===== src/rtl/arb_pkg.sv =====
package arb_pkg;
  typedef enum logic [1:0] {
    ST_IDLE,
    ST_OPEN,
    ST_WAIT,
    ST_DONE
  } arb_state_e;

  localparam logic [1:0] MODE_HS   = 2'b00;
  localparam logic [1:0] MODE_BUSY = 2'b01;
endpackage


===== src/rtl/arb_sync.sv =====
module arb_sync #(
  parameter int W      = 2,
  parameter int STAGES = 2
) (
  input  logic         clk_i,
  input  logic         rst_ni,
  input  logic [W-1:0] d_i,
  output logic [W-1:0] q_o
);
  logic [W-1:0] stg [STAGES];

  for (genvar g = 0; g < STAGES; g++) begin : g_stage
    if (g == 0) begin : g_first
      always_ff @(posedge clk_i or negedge rst_ni)
        if (!rst_ni) stg[g] <= '0;
        else         stg[g] <= d_i;
    end else begin : g_next
      always_ff @(posedge clk_i or negedge rst_ni)
        if (!rst_ni) stg[g] <= '0;
        else         stg[g] <= stg[g-1];
    end
  end

  assign q_o = stg[STAGES-1];
endmodule


===== src/rtl/arb_window.sv =====
module arb_window #(
  parameter int PHASES = 16,
  parameter int PW     = $clog2(PHASES)
) (
  input  logic [PW-1:0] phase_i,
  output logic          win_o,
  output logic          ser_o,
  output logic          start_o
);
  localparam logic [PW-1:0] LAST  = PW'(PHASES - 1);
  localparam logic [PW-1:0] FIRST = PW'(PHASES - 2);

  // window = last full serial clock period: two ticks
  assign ser_o   = (phase_i == LAST);
  assign win_o   = (phase_i == FIRST) || ser_o;
  assign start_o = (phase_i == '0);
endmodule


===== src/rtl/arb_fsm.sv =====
module arb_fsm
  import arb_pkg::*;
#(
  parameter int AW = 5
) (
  input  logic          clk_i,
  input  logic          rst_ni,
  input  logic [1:0]    mode_i,
  input  logic          req_i,
  input  logic          win_i,
  input  logic          ser_i,
  input  logic          start_i,
  input  logic [AW-1:0] ser_addr_i,
  input  logic [AW-1:0] host_addr_i,
  input  logic          host_wr_i,
  output logic          dtack_o,
  output logic          busy_o,
  output logic          grant_o,
  output logic          grant_wr_o,
  output logic [AW-1:0] grant_addr_o
);
  arb_state_e    st_q, st_d;
  logic          req_q;
  logic [AW-1:0] addr_q;
  logic          wr_q;
  logic          rise, hit, is_hs, is_busy;
  logic [AW-1:0] acc_addr;

  assign is_hs    = (mode_i == MODE_HS);
  assign is_busy  = (mode_i == MODE_BUSY);
  assign rise     = req_i && !req_q;
  assign acc_addr = (st_q == ST_IDLE) ? host_addr_i : addr_q;
  assign hit      = (acc_addr == ser_addr_i);

  always_comb begin
    st_d    = st_q;
    grant_o = 1'b0;
    unique case (st_q)
      ST_IDLE: if (rise) begin
        if (is_hs) begin
          if (win_i && hit) st_d = ST_WAIT;
          else begin grant_o = 1'b1; st_d = ST_DONE; end
        end else if (is_busy) begin
          st_d = (win_i && hit) ? ST_WAIT : ST_OPEN;
        end else begin
          grant_o = 1'b1;
          st_d    = ST_DONE;
        end
      end
      // busy mode: access in flight, performed when strobe ends
      ST_OPEN: begin
        if (ser_i && hit) st_d = ST_WAIT;
        else if (!req_i) begin grant_o = 1'b1; st_d = ST_IDLE; end
      end
      ST_WAIT: if (start_i) begin
        grant_o = 1'b1;
        st_d    = ST_DONE;
      end
      ST_DONE: if (!req_i) st_d = ST_IDLE;
      default: st_d = ST_IDLE;
    endcase
  end

  always_ff @(posedge clk_i or negedge rst_ni) begin
    if (!rst_ni) begin
      st_q   <= ST_IDLE;
      req_q  <= 1'b0;
      addr_q <= '0;
      wr_q   <= 1'b0;
    end else begin
      st_q  <= st_d;
      req_q <= req_i;
      if (st_q == ST_IDLE && rise) begin
        addr_q <= host_addr_i;
        wr_q   <= host_wr_i;
      end
    end
  end

  assign grant_addr_o = acc_addr;
  assign grant_wr_o   = (st_q == ST_IDLE) ? host_wr_i : wr_q;
  assign dtack_o      = is_hs && (st_q == ST_DONE);
  assign busy_o       = is_busy && ((st_q == ST_WAIT) || (st_d == ST_WAIT));
endmodule


===== src/rtl/dpb_contention_arb.sv =====
module dpb_contention_arb #(
  parameter int CELLS       = 32,
  parameter int PHASES      = 16,
  parameter int SYNC_STAGES = 2,
  localparam int AW = $clog2(CELLS),
  localparam int PW = $clog2(PHASES)
) (
  input  logic          clk_i,
  input  logic          rst_ni,
  input  logic [1:0]    mode_i,
  input  logic [PW-1:0] slot_phase_i,
  input  logic [AW-1:0] ser_addr_i,
  input  logic          host_cs_i,
  input  logic          host_strb_i,
  input  logic          host_wr_i,
  input  logic [AW-1:0] host_addr_i,
  output logic          dtack_o,
  output logic          busy_o,
  output logic          grant_o,
  output logic          grant_wr_o,
  output logic [AW-1:0] grant_addr_o
);
  logic [1:0] sync_q;
  logic       req, win, ser, start;

  arb_sync #(.W(2), .STAGES(SYNC_STAGES)) u_sync (
    .clk_i (clk_i),
    .rst_ni(rst_ni),
    .d_i   ({host_cs_i, host_strb_i}),
    .q_o   (sync_q)
  );

  assign req = sync_q[1] && sync_q[0];

  arb_window #(.PHASES(PHASES), .PW(PW)) u_win (
    .phase_i(slot_phase_i),
    .win_o  (win),
    .ser_o  (ser),
    .start_o(start)
  );

  arb_fsm #(.AW(AW)) u_fsm (
    .clk_i       (clk_i),
    .rst_ni      (rst_ni),
    .mode_i      (mode_i),
    .req_i       (req),
    .win_i       (win),
    .ser_i       (ser),
    .start_i     (start),
    .ser_addr_i  (ser_addr_i),
    .host_addr_i (host_addr_i),
    .host_wr_i   (host_wr_i),
    .dtack_o     (dtack_o),
    .busy_o      (busy_o),
    .grant_o     (grant_o),
    .grant_wr_o  (grant_wr_o),
    .grant_addr_o(grant_addr_o)
  );
endmodule


===== config.mk =====
export PLATFORM = sky130hd
export DESIGN_NAME = dpb_contention_arb
export DESIGN_NICKNAME = d
export VERILOG_FILES = /design/src/rtl/arb_pkg.sv /design/src/rtl/arb_sync.sv /design/src/rtl/arb_window.sv /design/src/rtl/arb_fsm.sv /design/src/rtl/dpb_contention_arb.sv
export SDC_FILE = /design/constraint.sdc
export NUM_CORES = 1
export LEC_CHECK = 0
export ABC_AREA = 1
export CORE_MARGIN = 4
export CORE_UTILIZATION = 40
export DETAILED_ROUTE_END_ITERATION = 16
export PLACE_DENSITY_LB_ADDON = 0.2
export SYNTH_ARGS = -nofsm -noshare
export SYNTH_HDL_FRONTEND = slang
export SYNTH_SLANG_ARGS = --single-unit
export TNS_END_PERCENT = 20

===== constraint.sdc =====
create_clock -name clk_i -period 2.4 [get_ports clk_i]
set_input_delay 0.48 -clock clk_i [delete_from_list [all_inputs] [get_ports clk_i]]
set_output_delay 0.48 -clock clk_i [all_outputs]
set_load 0.05 [all_outputs]

==> summary.md <==
| Metric | Value |
|---|---|
| Crit path launch type | `register` |
| Later-pin clock latency in the skew report | `0.27 ns` |
| # diodes | `0` |
| Synth cell types | `20` |
| P_sw | `0.8296 mW` |
| Global-route wire length before repair | `just under 4000 um` |
| Highest Clock Rate | `373.9 MHz` |
| Crit. End Element | `output port` |
| Maximum vdd drop | `0.8508 mV` |
| Critical Path Max Stage Delay | `0.49 ns` |
| Post-route ant nets | `0` |
| Hold WC Path Type | `register to register` |
| Rel. slew slack | `58.34%` |
| Nets@finish | `a little under 200` |
| Final non-filler cell total | `201` |
| Vias per cell | `4.786` |
| Clk pwr share | `7.8%` |
| Min Tclk post-route | `2.674 ns` |
| Post-Route WL | `2270 um` |
| CTS Root Buffer Type | `clkbuf_4` |
| Reg2reg end | `u_fsm.st_q[1]$_DFF_PN0_` |
| WP data required | `1.92 ns` |
| Fin. max-slew vios | `0` |
| Routed len/inst | `11.29 um` |
| Setup violators final | `2` |
| Reg2Reg Depth | `10` |
| Cell Area, Synth | `892.1 um2` |
| Final Skew | `0.003860 ns` |
| Crit path kind | `register to output port` |
| Status | `finished, violations left` |
| Slowest stage cell on the critical path | `dfrtp_2` |
| I/O pins | `30` |
| WHS Path Cells | `0` |
| Sw frac | `between 40% and 50%` |
| CP arrival | `2.19 ns` |
| R2R setup slack | `0.66 ns` |
| Part of the Yosys area used for sequential elements | `36.47%` |
| # Post-CTS Setup Buffers | `0` |
| Worst R2R Start | `u_fsm.st_q[0]$_DFF_PN0_` |
| Synth Instances | `130` |
| Net Count, Synth | `151` |
| Drt first pass iters | `4` |
| Hold Vio Cnt, Final | `0` |
| Die span in y | `55.23 um` |
| Syn Area/Cell | `roughly 7 um2` |
| Pwr dens | `around 1200 mW/mm2` |
| Placeable Area | `0.002042 mm2` |
| CTS buffer count | `3` |
| Initial antenna violation count | `0` |
| RSZ-0062 raised after global routing | `yes` |
| Pin count of the biggest net entering global routing | `14` |
| H-Tree Depth | `1` |
| DRC | `0` |
| 1st-iter DRT viols | `16` |
| Clk pin slew, worst setup/hold paths | `0.08 ns` |
| Remaining Overflow, GRT | `0` |
| Combinational power share | `between 70% and 80%` |
| Seq pwr share | `around a fifth` |
| Final core occ | `71.45%` |
| I/O Buffers | `29` |
| Final period util | `111.4%` |
| Min-delay src | `u_sync.stg[2]$_DFF_PN0_` |
| CTS sink cnt | `13` |
| Die area | `0.003050 mm2` |
| Internal power | `0.8881 mW` |
| Failing checks | `setup timing` |
| # placed instances | `slightly below 200` |
| Synth Register Bits | `13` |
| Vias in the first global route | `905` |
| CP Cell Sequence | `nor2_4 > nand2_2 > nand3_1 > nand2_1 > nor2_2 > nand3_2 > o21ai_2 > nand3_2 > nor2_1 > nor2_1 > nor2_2 > buf_12` |
| Fillcell total | `177` |
| Max-cap viol count | `0` |
| WHS Endpoint | `u_sync.q_o[0]$_DFF_PN0_` |
| Final worst slack | `-0.2742 ns` |
| Tot GR Track Use | `15.60%` |
| Ys Warns | `0` |
| RePlAce Congestion | `slightly above 0.8` |
| Die width | `roughly 55 um` |
| Vias | `962` |
| Dpl hpwl | `1813 um` |
| Worst slew pin tran | `0.6229 ns` |
| Layout cells sized above 1 | `between 30% and 40%` |
| Rows | `16` |
| Clock Tree Buf Depth | `2` |
| Crit Path Max Fanout | `5` |
| Synth-to-layout area growth | `63.53%` |
| Initial Util | `43.69%` |
| Leakage power figure | `0.7468 nW` |
| CTS tree | `done` |
kinds of logic after synthesis:
logic type / count (synthesis) / synth area share, %
DFF: 13 / 36.47
buffers and inverters: 24 / 10.10
and+or+nand+nor: 84 / 47.27
AOI/OAI and AO/OA: 9 / 6.171
per-stage QoR:
stage / cell area (um2) / setup slack [ns] / power, mW / TNS (ns) / hold WS (ns)
6_report: 1459 / -0.2742 / 1.718 / -0.4545 / 0.3536
5_1_grt: 1459 / -0.4579 / 1.828 / -0.7671 / 0.3748
4_1_cts: 1450 / -0.2761 / 1.727 / -0.4184 / 0.3562
3_5_place_dp: 1408 / -0.2402 / 1.558 / -0.3477 / 0.3379
3_3_place_gp: 1408 / -0.1906 / 1.528 / -0.2644 / 0.3333
2_1_floorplan: 914.6 / -0.09033 / 1.027 / -0.1643 / 0.1844
worst max-delay path: cells and delay by family, from the launching register on:
family / cells / cell delay (ns)
AO/OA/AOI/OAI: 1 / 0.16
buffers and inverters: 1 / 0.15
AND/OR/NAND/NOR: 10 / 1.13
flip-flops: 1 / 0.49
cell type report:
type,instances,area (um2),area share [%]
tap,27,33.78,2.316
clock buffer,4,26.28,1.801
timing repair buffer,40,462.9,31.73
multi-input combinational,94,516.7,35.42
inverter,23,91.34,6.261
sequential,13,327.8,22.47
timing repair:
item | in CTS | in global routing
pin swaps | 1 | 1
cloned | 1 | 0
hold buffers | 0 | 0
setup endpoints to repair | 2 | 2
resized for setup | 4 | 3
per-layer routing:
layer	up-vias	GRT usage, %	part of all wire (%)
met3	2	3.030	5.9
met1	440	18.47	41
li1	494	-	-
met2	26	28.38	53
met5	-	0	0
met4	0	4.167	0.35
how the worst max path moves through the flow:
stage                                       start  endpoint  slack, ns
after detailed placement           host_addr_i[2]    busy_o      -0.24
after global routing      u_fsm.st_q[0]$_DFF_PN0_    busy_o      -0.46
after CTS                 u_fsm.st_q[1]$_DFF_PN0_    busy_o      -0.28
after global placement            slot_phase_i[2]    busy_o      -0.19
after floorplan           u_fsm.st_q[0]$_DFF_PN0_   grant_o      -0.09
final                     u_fsm.st_q[0]$_DFF_PN0_    busy_o      -0.27
flip-flops by register name, indices dropped and copies added (netlist names):
signal,cells
u_fsm.wr_q,1
u_fsm.addr_q,5
u_sync.stg,2
u_fsm.st_q,2
u_sync.q_o,2
u_fsm.req_q,1
synthesized netlist by cell type (all sizes together):
cell | instances | area (um2)
inv | 23 | 86.34
nor3 | 2 | 10.01
o211ai | 1 | 7.510
nor2 | 16 | 75.07
nand4 | 3 | 18.77
clkbuf | 1 | 3.750
a21oi | 1 | 5.000
dfrtp | 13 | 325.3
nand3 | 12 | 90.09
o21ai | 6 | 33.78
o31a | 1 | 8.760
nand2 | 51 | 227.7
cell usage in the layout (no fill, tap or decap):
| cell | count |
|---|---|
| clkbuf_4 | 3 |
| nand3_1 | 6 |
| nor2_2 | 4 |
| inv_4 | 2 |
| dfrtp_2 | 2 |
| nand2_1 | 39 |
| o21ai_0 | 5 |
| a21oi_2 | 1 |
| nor2_1 | 11 |
| buf_12 | 9 |
| nor3_1 | 2 |
| nand2_4 | 3 |
| nand2_8 | 1 |
| nor2_4 | 2 |
| buf_4 | 11 |
| nand2_2 | 8 |
| nand4_1 | 3 |
| nand3_2 | 6 |
| clkbuf_1 | 1 |
| o31a_1 | 1 |
| clkdlybuf4s50_1 | 20 |
| o211ai_1 | 1 |
| o21ai_2 | 1 |
| dfrtp_1 | 11 |
| inv_1 | 21 |
power by group through the flow:
stage | logic, mW | clock network [mW] | registers, mW
finish | 1.22 | 0.134 | 0.362
global route | 1.31 | 0.149 | 0.371
CTS | 1.23 | 0.140 | 0.356
detailed placement | 1.21 | 0 | 0.348
global placement | 1.19 | 0 | 0.343
floorplan | 0.690 | 0 | 0.337
(Power assumes the default switching activity.)
